`src/rtl/mdm_pkg.sv`:
```
package mdm_pkg;
  localparam int unsigned REG_W  = 32;
  localparam int unsigned ADDR_W = 12;
  localparam int unsigned ID_W   = 3;

  localparam logic [ADDR_W-1:0] OFF_RATE_EXT = 12'h000;
  localparam logic [ADDR_W-1:0] OFF_RATE_INT = 12'h004;
  localparam logic [ADDR_W-1:0] OFF_SCAN     = 12'h008;
  localparam logic [ADDR_W-1:0] OFF_PARAM    = 12'h23C;
  localparam logic [ADDR_W-1:0] OFF_RDATA    = 12'h240;
  localparam logic [ADDR_W-1:0] OFF_ADDR     = 12'h244;
  localparam logic [ADDR_W-1:0] OFF_CTRL     = 12'h248;
  localparam logic [ADDR_W-1:0] OFF_STAT     = 12'h24C;

  localparam int unsigned OWN_BIT   = 28;
  localparam int unsigned DVD_LSB   = 16;
  localparam int unsigned ADDR_KEEP = 21;
  localparam int unsigned FRAME_LEN = 64;

  localparam logic [1:0] OPC_IDLE  = 2'd0;
  localparam logic [1:0] OPC_WRITE = 2'd1;
  localparam logic [1:0] OPC_READ  = 2'd2;

  typedef enum logic [1:0] {
    ENG_IDLE = 2'd0,
    ENG_BUSY = 2'd1,
    ENG_DONE = 2'd2
  } eng_state_e;
endpackage

```
`src/rtl/mdm_regs.sv`:
```
module mdm_regs
  import mdm_pkg::*;
#(
  parameter int unsigned DIVW = 8,
  parameter int unsigned DVDW = 4,
  parameter logic [DIVW-1:0] DIV_RST = 2,
  parameter logic [DVDW-1:0] DVD_RST = 1
) (
  input  logic                 clk_i,
  input  logic                 rst_ni,
  input  logic                 we_i,
  input  logic [ADDR_W-1:0]    addr_i,
  input  logic [REG_W-1:0]     wdata_i,
  output logic [REG_W-1:0]     rdata_o,
  input  logic [15:0]          rd_value_i,
  input  logic                 done_i,
  output logic [25:0]          param_o,
  output logic [ADDR_KEEP-1:0] maddr_o,
  output logic [DIVW-1:0]      div_int_o,
  output logic [DVDW-1:0]      dvd_int_o,
  output logic [DIVW-1:0]      div_ext_o,
  output logic [DVDW-1:0]      dvd_ext_o,
  output logic                 ext_own_o,
  output logic                 start_o,
  output logic                 start_rd_o,
  output logic                 clr_o
);
  logic [REG_W-1:0]     param_q;
  logic [ADDR_KEEP-1:0] maddr_q;
  logic [DIVW-1:0]      div_int_q, div_ext_q;
  logic [DVDW-1:0]      dvd_int_q, dvd_ext_q;
  logic                 own_q;
  logic [1:0]           ctrl_q;

  logic en_param, en_addr, en_rint, en_rext, en_scan, en_ctrl;

  always_comb begin
    en_param = we_i && (addr_i == OFF_PARAM);
    en_addr  = we_i && (addr_i == OFF_ADDR);
    en_rint  = we_i && (addr_i == OFF_RATE_INT);
    en_rext  = we_i && (addr_i == OFF_RATE_EXT);
    en_scan  = we_i && (addr_i == OFF_SCAN);
    en_ctrl  = we_i && (addr_i == OFF_CTRL);
  end

  always_ff @(posedge clk_i or negedge rst_ni) begin
    if (!rst_ni) begin
      param_q   <= '0;
      maddr_q   <= '0;
      div_int_q <= DIV_RST;
      dvd_int_q <= DVD_RST;
      div_ext_q <= DIV_RST;
      dvd_ext_q <= DVD_RST;
      own_q     <= 1'b0;
      ctrl_q    <= OPC_IDLE;
    end else begin
      if (en_param) param_q <= wdata_i;
      if (en_addr)  maddr_q <= wdata_i[ADDR_KEEP-1:0];
      if (en_rint) begin
        div_int_q <= wdata_i[DIVW-1:0];
        dvd_int_q <= wdata_i[DVD_LSB +: DVDW];
      end
      if (en_rext) begin
        div_ext_q <= wdata_i[DIVW-1:0];
        dvd_ext_q <= wdata_i[DVD_LSB +: DVDW];
      end
      if (en_scan)  own_q  <= wdata_i[OWN_BIT];
      if (en_ctrl)  ctrl_q <= wdata_i[1:0];
    end
  end

  always_comb begin
    rdata_o = '0;
    case (addr_i)
      OFF_RATE_EXT: begin
        rdata_o[DIVW-1:0]       = div_ext_q;
        rdata_o[DVD_LSB +: DVDW] = dvd_ext_q;
      end
      OFF_RATE_INT: begin
        rdata_o[DIVW-1:0]       = div_int_q;
        rdata_o[DVD_LSB +: DVDW] = dvd_int_q;
      end
      OFF_SCAN:  rdata_o[OWN_BIT] = own_q;
      OFF_PARAM: rdata_o = param_q;
      OFF_RDATA: rdata_o[15:0] = rd_value_i;
      OFF_ADDR:  rdata_o[ADDR_KEEP-1:0] = maddr_q;
      OFF_CTRL:  rdata_o[1:0] = ctrl_q;
      OFF_STAT:  rdata_o[0] = done_i;
      default:   rdata_o = '0;
    endcase
  end

  assign param_o    = param_q[25:0];
  assign maddr_o    = maddr_q;
  assign div_int_o  = div_int_q;
  assign dvd_int_o  = dvd_int_q;
  assign div_ext_o  = div_ext_q;
  assign dvd_ext_o  = dvd_ext_q;
  assign ext_own_o  = own_q;
  assign start_o    = en_ctrl && ((wdata_i[1:0] == OPC_WRITE) || (wdata_i[1:0] == OPC_READ));
  assign start_rd_o = (wdata_i[1:0] == OPC_READ);
  assign clr_o      = en_ctrl && (wdata_i[1:0] == OPC_IDLE);
endmodule

```
`src/rtl/mdm_clkdiv.sv`:
```
module mdm_clkdiv #(
  parameter int unsigned PW = 13
) (
  input  logic          clk_i,
  input  logic          rst_ni,
  input  logic          run_i,
  input  logic [PW-1:0] period_i,
  output logic          rise_tick_o,
  output logic          end_tick_o,
  output logic          mdc_o
);
  logic [PW-1:0] cnt_q, cnt_d;
  logic [PW-1:0] half;

  assign half = period_i >> 1;

  always_comb begin
    if (!run_i || (cnt_q == period_i - PW'(1))) cnt_d = '0;
    else                                          cnt_d = cnt_q + PW'(1);
  end

  always_ff @(posedge clk_i or negedge rst_ni) begin
    if (!rst_ni) cnt_q <= '0;
    else         cnt_q <= cnt_d;
  end

  assign rise_tick_o = run_i && (cnt_q == half - PW'(1));
  assign end_tick_o  = run_i && (cnt_q == period_i - PW'(1));
  assign mdc_o       = run_i && (cnt_q >= half);


  cnt_range_chk: assert property (@(posedge clk_i) disable iff (!rst_ni)
    run_i |-> (cnt_q < period_i));
endmodule

```
`src/rtl/mdm_frame.sv`:
```
module mdm_frame
  import mdm_pkg::*;
#(
  parameter int unsigned PW = 13
) (
  input  logic                 clk_i,
  input  logic                 rst_ni,
  input  logic                 start_i,
  input  logic                 start_rd_i,
  input  logic                 clr_i,
  input  logic [25:0]          param_i,
  input  logic [ADDR_KEEP-1:0] maddr_i,
  input  logic [PW-1:0]        period_i,
  input  logic                 rise_tick_i,
  input  logic                 end_tick_i,
  input  logic                 mdio_in_i,
  output logic                 busy_o,
  output logic                 done_o,
  output logic                 bit_o,
  output logic                 oe_o,
  output logic                 sel_int_o,
  output logic [ID_W-1:0]      sel_id_o,
  output logic [PW-1:0]        period_o,
  output logic [15:0]          rd_data_o
);
  eng_state_e           state_q, state_d;
  logic [5:0]           bit_q, bit_d;
  logic                 second_q, second_d;
  logic [15:0]          shreg_q, shreg_d;
  logic [15:0]          rdat_q, rdat_d;
  logic                 lat_rd, lat_c45, lat_int;
  logic [4:0]           lat_phy;
  logic [15:0]          lat_data;
  logic [ADDR_KEEP-1:0] lat_addr;
  logic [ID_W-1:0]      lat_id;
  logic [PW-1:0]        lat_period;

  logic        accept, last_frame, rd_frame, frame_end;
  logic [1:0]  f_st, f_op;
  logic [4:0]  f_dev;
  logic [15:0] f_dat;
  logic [31:0] word;

  assign accept     = start_i && !clr_i && (state_q != ENG_BUSY);
  assign last_frame = !lat_c45 || second_q;
  assign rd_frame   = lat_rd && last_frame;
  assign frame_end  = end_tick_i && (bit_q == 6'(FRAME_LEN - 1));

  always_comb begin
    if (!lat_c45) begin
      f_st  = 2'b01;
      f_op  = lat_rd ? 2'b10 : 2'b01;
      f_dev = lat_addr[4:0];
      f_dat = lat_data;
    end else if (!second_q) begin
      f_st  = 2'b00;
      f_op  = 2'b00;
      f_dev = lat_addr[20:16];
      f_dat = lat_addr[15:0];
    end else begin
      f_st  = 2'b00;
      f_op  = lat_rd ? 2'b11 : 2'b01;
      f_dev = lat_addr[20:16];
      f_dat = lat_data;
    end
    word = {f_st, f_op, lat_phy, f_dev, 2'b10, f_dat};
  end

  always_comb begin
    state_d  = state_q;
    bit_d    = bit_q;
    second_d = second_q;
    shreg_d  = shreg_q;
    rdat_d   = rdat_q;
    if (clr_i) begin
      state_d = ENG_IDLE;
    end else if (accept) begin
      state_d  = ENG_BUSY;
      bit_d    = '0;
      second_d = 1'b0;
      shreg_d  = '0;
    end else if (state_q == ENG_BUSY) begin
      if (rise_tick_i && rd_frame && (bit_q >= 6'd48))
        shreg_d = {shreg_q[14:0], mdio_in_i};
      if (end_tick_i) begin
        bit_d = bit_q + 6'd1;
        if (frame_end) begin
          if (last_frame) begin
            state_d = ENG_DONE;
            if (lat_rd) rdat_d = shreg_q;
          end else begin
            second_d = 1'b1;
          end
        end
      end
    end
  end

  always_ff @(posedge clk_i or negedge rst_ni) begin
    if (!rst_ni) begin
      state_q  <= ENG_IDLE;
      bit_q    <= '0;
      second_q <= 1'b0;
      shreg_q  <= '0;
      rdat_q   <= '0;
    end else begin
      state_q  <= state_d;
      bit_q    <= bit_d;
      second_q <= second_d;
      shreg_q  <= shreg_d;
      rdat_q   <= rdat_d;
    end
  end

  always_ff @(posedge clk_i or negedge rst_ni) begin
    if (!rst_ni) begin
      lat_rd     <= 1'b0;
      lat_c45    <= 1'b0;
      lat_int    <= 1'b0;
      lat_phy    <= '0;
      lat_data   <= '0;
      lat_addr   <= '0;
      lat_id     <= '0;
      lat_period <= PW'(2);
    end else if (accept) begin
      lat_rd     <= start_rd_i;
      lat_c45    <= param_i[21];
      lat_int    <= param_i[25];
      lat_phy    <= param_i[20:16];
      lat_data   <= param_i[15:0];
      lat_addr   <= maddr_i;
      lat_id     <= param_i[24:22];
      lat_period <= period_i;
    end
  end

  assign busy_o    = (state_q == ENG_BUSY);
  assign done_o    = (state_q == ENG_DONE);
  assign bit_o     = bit_q[5] ? word[~bit_q[4:0]] : 1'b1;
  assign oe_o      = busy_o && !(rd_frame && (bit_q >= 6'd46));
  assign sel_int_o = lat_int;
  assign sel_id_o  = lat_id;
  assign period_o  = lat_period;
  assign rd_data_o = rdat_q;


  done_hold_chk: assert property (@(posedge clk_i) disable iff (!rst_ni)
    (state_q == ENG_DONE && !clr_i && !start_i) |=> (state_q == ENG_DONE));


  start_ignored_chk: assert property (@(posedge clk_i) disable iff (!rst_ni)
    (state_q == ENG_BUSY && start_i && !clr_i) |=>
      ((state_q != ENG_IDLE) && $stable(lat_rd) && $stable(lat_phy) && $stable(lat_addr)));
endmodule

```
`src/rtl/mdm_steer.sv`:
```
module mdm_steer
  import mdm_pkg::*;
#(
  parameter int unsigned NUM_INT = 2,
  parameter int unsigned NUM_EXT = 2
) (
  input  logic               mdc_i,
  input  logic               bit_i,
  input  logic               oe_i,
  input  logic               sel_int_i,
  input  logic [ID_W-1:0]    sel_id_i,
  input  logic               ext_own_i,
  output logic [NUM_INT-1:0] int_mdc_o,
  output logic [NUM_INT-1:0] int_mdio_o,
  output logic [NUM_INT-1:0] int_oe_o,
  input  logic [NUM_INT-1:0] int_mdio_i,
  output logic [NUM_EXT-1:0] ext_mdc_o,
  output logic [NUM_EXT-1:0] ext_mdio_o,
  output logic [NUM_EXT-1:0] ext_oe_o,
  input  logic [NUM_EXT-1:0] ext_mdio_i,
  output logic               mdio_in_o
);
  logic [NUM_INT-1:0] int_hit;
  logic [NUM_EXT-1:0] ext_hit;

  for (genvar gi = 0; gi < NUM_INT; gi++) begin : g_int
    assign int_hit[gi]    = sel_int_i && (sel_id_i == ID_W'(gi));
    assign int_mdc_o[gi]  = mdc_i && int_hit[gi];
    assign int_mdio_o[gi] = bit_i && int_hit[gi];
    assign int_oe_o[gi]   = oe_i && int_hit[gi];
  end

  for (genvar ge = 0; ge < NUM_EXT; ge++) begin : g_ext
    assign ext_hit[ge]    = !sel_int_i && ext_own_i && (sel_id_i == ID_W'(ge));
    assign ext_mdc_o[ge]  = mdc_i && ext_hit[ge];
    assign ext_mdio_o[ge] = bit_i && ext_hit[ge];
    assign ext_oe_o[ge]   = oe_i && ext_hit[ge];
  end

  always_comb begin
    mdio_in_o = 1'b1;
    for (int i = 0; i < NUM_INT; i++) if (int_hit[i]) mdio_in_o = int_mdio_i[i];
    for (int j = 0; j < NUM_EXT; j++) if (ext_hit[j]) mdio_in_o = ext_mdio_i[j];
  end
endmodule

```
`src/rtl/mdio_bus_master.sv`:
```
module mdio_bus_master
  import mdm_pkg::*;
#(
  parameter int unsigned NUM_INT = 2,
  parameter int unsigned NUM_EXT = 2,
  parameter int unsigned DIVW    = 8,
  parameter int unsigned DVDW    = 4
) (
  input  logic               clk_i,
  input  logic               rst_ni,
  input  logic               reg_we_i,
  input  logic [11:0]        reg_addr_i,
  input  logic [31:0]        reg_wdata_i,
  output logic [31:0]        reg_rdata_o,
  output logic [NUM_INT-1:0] int_mdc_o,
  output logic [NUM_INT-1:0] int_mdio_o,
  output logic [NUM_INT-1:0] int_mdio_oe_o,
  input  logic [NUM_INT-1:0] int_mdio_i,
  output logic [NUM_EXT-1:0] ext_mdc_o,
  output logic [NUM_EXT-1:0] ext_mdio_o,
  output logic [NUM_EXT-1:0] ext_mdio_oe_o,
  input  logic [NUM_EXT-1:0] ext_mdio_i
);
  localparam int unsigned PW = DIVW + DVDW + 1;

  logic rst_meta, rst_n_s;

  always_ff @(posedge clk_i or negedge rst_ni) begin
    if (!rst_ni) begin
      rst_meta <= 1'b0;
      rst_n_s  <= 1'b0;
    end else begin
      rst_meta <= 1'b1;
      rst_n_s  <= rst_meta;
    end
  end

  logic [25:0]          param;
  logic [ADDR_KEEP-1:0] maddr;
  logic [DIVW-1:0]      div_int, div_ext;
  logic [DVDW-1:0]      dvd_int, dvd_ext;
  logic                 ext_own, start, start_rd, clr;
  logic                 busy, done, bit_v, oe_v, sel_int, mdc_v, mdio_in;
  logic                 rise_tick, end_tick;
  logic [ID_W-1:0]      sel_id;
  logic [PW-1:0]        p_int_raw, p_ext_raw, p_int, p_ext, p_start, p_run;
  logic [15:0]          rd_value;

  mdm_regs #(.DIVW(DIVW), .DVDW(DVDW)) u_regs (
    .clk_i(clk_i), .rst_ni(rst_n_s), .we_i(reg_we_i), .addr_i(reg_addr_i),
    .wdata_i(reg_wdata_i), .rdata_o(reg_rdata_o), .rd_value_i(rd_value),
    .done_i(done), .param_o(param), .maddr_o(maddr),
    .div_int_o(div_int), .dvd_int_o(dvd_int), .div_ext_o(div_ext), .dvd_ext_o(dvd_ext),
    .ext_own_o(ext_own), .start_o(start), .start_rd_o(start_rd), .clr_o(clr)
  );

  always_comb begin
    p_int_raw = PW'(div_int) * (PW'(dvd_int) + PW'(1));
    p_ext_raw = PW'(div_ext) * (PW'(dvd_ext) + PW'(1));
    p_int     = (p_int_raw < PW'(2)) ? PW'(2) : p_int_raw;
    p_ext     = (p_ext_raw < PW'(2)) ? PW'(2) : p_ext_raw;
    p_start   = param[25] ? p_int : p_ext;
  end

  mdm_frame #(.PW(PW)) u_frame (
    .clk_i(clk_i), .rst_ni(rst_n_s), .start_i(start), .start_rd_i(start_rd),
    .clr_i(clr), .param_i(param), .maddr_i(maddr), .period_i(p_start),
    .rise_tick_i(rise_tick), .end_tick_i(end_tick), .mdio_in_i(mdio_in),
    .busy_o(busy), .done_o(done), .bit_o(bit_v), .oe_o(oe_v),
    .sel_int_o(sel_int), .sel_id_o(sel_id), .period_o(p_run), .rd_data_o(rd_value)
  );

  mdm_clkdiv #(.PW(PW)) u_div (
    .clk_i(clk_i), .rst_ni(rst_n_s), .run_i(busy), .period_i(p_run),
    .rise_tick_o(rise_tick), .end_tick_o(end_tick), .mdc_o(mdc_v)
  );

  mdm_steer #(.NUM_INT(NUM_INT), .NUM_EXT(NUM_EXT)) u_steer (
    .mdc_i(mdc_v), .bit_i(bit_v), .oe_i(oe_v), .sel_int_i(sel_int),
    .sel_id_i(sel_id), .ext_own_i(ext_own),
    .int_mdc_o(int_mdc_o), .int_mdio_o(int_mdio_o), .int_oe_o(int_mdio_oe_o),
    .int_mdio_i(int_mdio_i),
    .ext_mdc_o(ext_mdc_o), .ext_mdio_o(ext_mdio_o), .ext_oe_o(ext_mdio_oe_o),
    .ext_mdio_i(ext_mdio_i), .mdio_in_o(mdio_in)
  );


  idle_pins_quiet_chk: assert property (@(posedge clk_i) disable iff (!rst_n_s)
    !busy |-> (int_mdc_o == '0 && ext_mdc_o == '0 &&
               int_mdio_oe_o == '0 && ext_mdio_oe_o == '0));


  ext_hands_off_chk: assert property (@(posedge clk_i) disable iff (!rst_n_s)
    !ext_own |-> (ext_mdc_o == '0 && ext_mdio_oe_o == '0));


  one_bus_chk: assert property (@(posedge clk_i) disable iff (!rst_n_s)
    $onehot0({ext_mdio_oe_o, int_mdio_oe_o}));
endmodule

```
`config.mk`:
```
export PLATFORM = sky130hd
export DESIGN_NAME = mdio_bus_master
export DESIGN_NICKNAME = d
export VERILOG_FILES = /design/src/rtl/mdm_pkg.sv /design/src/rtl/mdm_regs.sv /design/src/rtl/mdm_clkdiv.sv /design/src/rtl/mdm_frame.sv /design/src/rtl/mdm_steer.sv /design/src/rtl/mdio_bus_master.sv
export SDC_FILE = /design/constraint.sdc
export NUM_CORES = 1
export LEC_CHECK = 0
export ABC_AREA = 1
export BUFFER_PORTS_ARGS = -buffer_cell sky130_fd_sc_hd__clkbuf_2
export CAP_MARGIN = 20
export CORE_ASPECT_RATIO = 2
export CORE_MARGIN = 5
export CORE_UTILIZATION = 50
export CTS_CLUSTER_SIZE = 20
export DETAILED_ROUTE_END_ITERATION = 10
export PLACE_DENSITY = 0.68
export SYNTH_ARGS = -nofsm -noshare
export SYNTH_HDL_FRONTEND = slang
export SYNTH_SLANG_ARGS = --single-unit
```
`constraint.sdc`:
```
create_clock -name clk_i -period 14.74 [get_ports clk_i]
set_input_delay 1.474 -clock clk_i [delete_from_list [all_inputs] [get_ports clk_i]]
set_output_delay 1.474 -clock clk_i [all_outputs]
set_load 0.05 [all_outputs]
```
-- Word-level counts from Yosys, hierarchy flattened
Index checks and enable logic that the tools add are counted.
- logic and storage cells: 163
- input bits: 51
- bits in registers: 197
- output and inout bits: 44
- order comparisons: 6
- mux-type cells: 45
- bitwise gates (word level): 3
- $mul: 2
- equal/unequal tests: 17
- reduce and logical (&&, ||, !) cells: 60
- $add $sub $neg: 6
- operator list (cell ; count):
    16-bit two-way mux ; 5
    12-bit by 10-bit equality test with 1-bit output, second input constant ; 5
    13-bit two-way mux ; 4
    1-bit logical AND ; 36
    6-bit case mux with 5 select lines ; 1
    13-bit equality test ; 2
    13-bit by 2-bit less-than comparator with 1-bit output, second input constant ; 2
    8-bit by 5-bit multiplier with 13-bit output ; 2
    8-bit case mux with 3 select lines ; 1
    2-bit two-way mux ; 10
    6-bit two-way mux ; 3
    4-bit case mux with 4 select lines ; 1
    13-bit by 1-bit adder with 13-bit output, second input constant ; 1
    13-bit by 12-bit >= comparator with 1-bit output ; 1
    12-bit by 1-bit subtractor with 13-bit output, second input constant ; 1
    13-bit by 1-bit subtractor with 13-bit output, second input constant ; 1
    12-bit by 3-bit equality test with 1-bit output, second input constant ; 1
    12-bit by 4-bit equality test with 1-bit output, second input constant ; 1
    6-bit >= comparator, second input constant ; 2
    12-bit zero test ; 1
    1-bit two-way mux ; 12
    3-bit nonzero test ; 4
    4-bit by 1-bit adder with 5-bit output, second input constant ; 2
    2-bit nonzero test ; 4
    other kinds (24) ; 36

-- Longest topological paths before layout
- word-level depth: 9
- mapped depth: 26
- gate-level depth less buffers: 26

-- Hierarchy
Synthesis repeated with hierarchy kept, for this count alone.
- cells, all modules: 1991
- area, all modules: 14066.0 µm²
- modules (own cells, without submodules) (module ; times used ; area an instance (µm²) ; cells each):
    mdm_frame ; 1 ; 4606.9 ; 569
    mdm_regs ; 1 ; 4306.6 ; 569
    mdio_bus_master ; 1 ; 3164.3 ; 528
    mdm_clkdiv ; 1 ; 1835.5 ; 293
    mdm_steer ; 1 ; 152.6 ; 32

-- Least setup slack after synthesis
OpenSTA, ideal clock, no wires.
- path type: input -> output
- from: input port reg_addr_i[1]
- to: output port reg_rdata_o[21]
- path slack: 9.943 ns
- stages on the path: 8
- data arrival time: 3.323 ns
- cells stage by stage: or2_2 > nor3_1 > and2_1 > buf_2 > inv_1 > clkbuf_1 > clkbuf_1 > nor2_1
- cells in the longest elaborated chain, start to end: 2
- ends and longest elaborated chain (element ; RTL line ; text):
    from (decl) ; mdio_bus_master.sv:12 ; input logic [11:0] reg_addr_i,
    12-bit by 10-bit equality test with 1-bit output ; mdm_regs.sv:74 ; case (addr_i)
    7-bit two-way mux ; mdm_regs.sv:74 ;
    to (decl) ; mdio_bus_master.sv:14 ; output logic [31:0] reg_rdata_o,
Every way passes these cells.

-- Final worst setup path
- from: input port reg_addr_i[1]
- to: output port reg_rdata_o[0]
- cells in the longest elaborated chain, start to end: 2
- elaborated cells between the ends (all ways): 8
- ends and longest elaborated chain (element ; RTL line):
    12-bit by 10-bit equality test with 1-bit output, or another cell as far along ; mdm_regs.sv:74
    1-bit case mux with 7 select lines * ; mdm_regs.sv:74
Mark *: on every way between the ends. The rest lies on a longest branch, timed or not.

==> reports/results.ini <==
[power_and_ir_drop]
power_density_mw_per_mm2=77.4
p_clk_share_pct=43.1
power.switching_fraction_pct=28.7
comb_power_share_pct=8.4
power.total_mw=1.13
cell_internal_pwr_mw=0.805
vdd_ir_drop_max_mv=0.0969
part_of_the_power_in_registers_pct=48.5
power_leakage_nw=7.62
power.net_switching_mw=0.323

[cts]
clock_latency_ps=460
cts.root.buffer_cell=clkbuf_16
worst_setup_hold_path_clk_slew_ps=80
post_cts_hold_buffer_count=0
clock_sinks=197
cts_h_tree_depth=4
post_cts_buffers=0
cts_resized=0
cts_made_buffers=17
clock_path_buffers=2
cts_tree=done

[routing]
dr_total_vias=11900
drtAntennaViolNets=0
totalWireLength_mm=39.7
detail_route.first_pass.iterations=5
drt_iter0_drc=728
drc=0
drt-wirelength-per-cell_um=18.0
detail_route.vias_per_cell=5.42

[setup_path]
critical_path_class=input port to primary output
endpoint_kind=primary output
cp_data_arrival_time_ps=3910
cp_max_fo=15
crit_path_start_kind=input port
cp_data_required_time_ps=13270
worstRegToRegCells=23

[global_routing]
wire_length_of_the_first_global_routing_pass_mm=62.6
first_global_vias=12100
globalRouteTotalUtil_pct=26.9
global_route.overflow_total=0
grt_max_degree=99
grt_antenna_before_repair=0

[timing]
setup_repair_after_global_routing_missed_its_margin=false
relSlewSlack_pct=29.7
timing.clock.skew_ps=12.5
hold_viol=0
post-route-period-util_pct=36.5
final_period_minus_worst_setup_slack_ps=5380
timing_worst_slew_pin_value_ps=1050
fin_setup_tns_ps=0
max_clock_freq_ghz=0.186
finalHoldWorstSlack_ps=361
timing.final.setup_violations=0
final_max_slew_viol_count=0

[placed_design]
place.port_buffers=94
post_dp_cell_area_sq_mm=0.0139
routabilityCongestion=0.947
hpwl_mm=31.3

[synth]
synth_area_sq_mm=0.0133
post_synth.cell_area_avg_sq_um=7.44
yosys_most_used_dff=dfrtp_1
mappedNetlistNets=1930
synth_largest_area_cell=dfrtp_1
yosys_warnings=0
synth_top_cells_by_area=dfrtp_1, nand2_1, inv_1
synth_sequential_area_ratio_pct=37.2
synth-edff-count=0
area_fraction_of_the_dominant_cell_type_after_synthesis_pct=36.3
synth_async_reset_ratio_pct=100
netlist-cell-type-count=49
postSynthCellCount=1780
postSynthRegisterBits=197

[finish]
final_core_util_pct=55.5
final_design_area_no_fill_sq_mm=0.0146
area_delta_synth_final_pct=10.0
number_of_nets_in_the_layout=1992
n_antenna_cell=0
post_route_cells_drive_above_1_share_pct=10.3

[run_status]
outcome=finished, final reports clean

[job]
maxCapViolations=0

[die]
initial_core_util_pct=50.4
dieWidth_um=125
die_area_sq_mm=0.0301
rows=84
core_region_area_sq_mm=0.0263
pin_count=95
dieHeight_um=240

[min_path]
hold-path-cell-count=0
holdCritPathClass=register to register

## per-layer routing
metal / share of wire (%) / routed length [um] / track usage (%)
met1: 33 / 13200 / 25.3
met2: 55 / 21900 / 51.4
met3: 3.4 / 1360 / 4.09
met4: 8.2 / 3250 / 20.1
met5: 0 / 0 / 0
## cell type report
type / instances / area (sq um)
Clock buffer: 17 / 425
Clock inverter: 15 / 198
Fill cell: 2580 / 11700
Inverter: 274 / 1030
Multi-Input combinational cell: 1248 / 7000
Sequential cell: 197 / 4940
Tap cell: 344 / 430
Timing Repair Buffer: 104 / 553
## worst max-delay path, stage by stage
cell	delay, ps
clkbuf_2	70
or2_2	330
nor3_1	190
and2_1	460
inv_1	440
buf_8	290
o21ai_0	150
a31oi_1	70
nand3_1	130
clkbuf_2	290
## power by group through the flow
stage	Clock (mW)	Sequential (mW)	Combinational, mW
2_1_floorplan	0	0.561	0.0571
3_3_place_gp	0	0.557	0.0944
3_5_place_dp	0	0.558	0.0959
4_1_cts	0.492	0.547	0.0964
5_1_grt	0.512	0.548	0.109
6_report	0.486	0.547	0.0952
## cell usage after synthesis, drive strengths merged (2+ instances only)
library cell / n
nand3: 144
a21oi: 33
dfstp: 5
o21bai: 4
clkinv: 2
mux2: 11
nor3: 15
or2: 3
nand3b: 7
o21ai: 158
a31oi: 6
nand2: 458
dfrtp: 192
a221o: 4
nand4: 17
clkbuf: 33
xor2: 21
o22ai: 15
inv: 272
o2111ai: 3
nor3b: 5
o211ai: 9
ha: 63
xnor2: 17
buf: 28
nor2: 196
fa: 36
o221ai: 15
## cells in the final DEF, fill, tap and decap left out, types with 11 or more instances in the layout
master and instances:
clkbuf_16 17, nand3_1 143, o22ai_1 15, inv_1 268, nor3_1 13, xnor2_1 17, fa_1 36, nor2_1 177
a21oi_1 33, xor2_1 21, o21ai_0 135, mux2_2 11, nor2_2 14, ha_1 63, dfrtp_1 191, o21ai_1 23
nand2_1 453, clkbuf_2 94, nand4_1 14, o221ai_1 15
## per-stage QoR
step / std cells / worst slack [ps]
final: 2199 / 9360
after global routing: 2199 / 9200
after CTS: 2198 / 9270
after detailed placement: 2166 / 9270
after global placement: 2166 / 9320
after floorplan: 1780 / 8850
## worst paths after layout
path | start | slack (ps) | to
setup reg to reg | u_regs.dvd_int_o[0] | 9810 | u_frame.period_o[0]
min in group asynchronous | rst_n_s | 450 | u_frame.shreg_q[3]
hold / removal | rst_meta | 360 | rst_n_s
max in group asynchronous | rst_n_s | 12090 | u_regs.param_q[22]
hold reg to reg | rst_meta | 360 | rst_n_s
setup / recovery | reg_addr_i[1] | 9360 | reg_rdata_o[0]
## cells by family after synthesis
logic type | Yosys count | share of synthesized area [%]
simple gates | 849 | 27.2
buf+inv | 335 | 10.0
compound gates | 250 | 10.6
flops | 197 | 37.2
fa+ha+maj | 99 | 11.4
xor+xnor | 38 | 2.51
mux | 11 | 0.935
other cells | 1 | 0.0283
## registers in the layout (all words and copies together), names as in the netlist, 2 cells and up
name and flops:
u_frame.lat_phy 5, u_frame.period_o 13, u_frame.bit_q 6, u_regs.param_q 32, u_frame.shreg_q 16, u_frame.rd_data_o 16, u_regs.maddr_o 21, u_regs.div_ext_o 8
u_div.cnt_q 13, u_frame.lat_addr 21, u_regs.dvd_int_o 4, u_regs.ctrl_q 2, u_frame.state_q 2, u_frame.sel_id_o 3, u_regs.div_int_o 8, u_frame.lat_data 16
u_regs.dvd_ext_o 4
(Power assumes the default switching activity.)
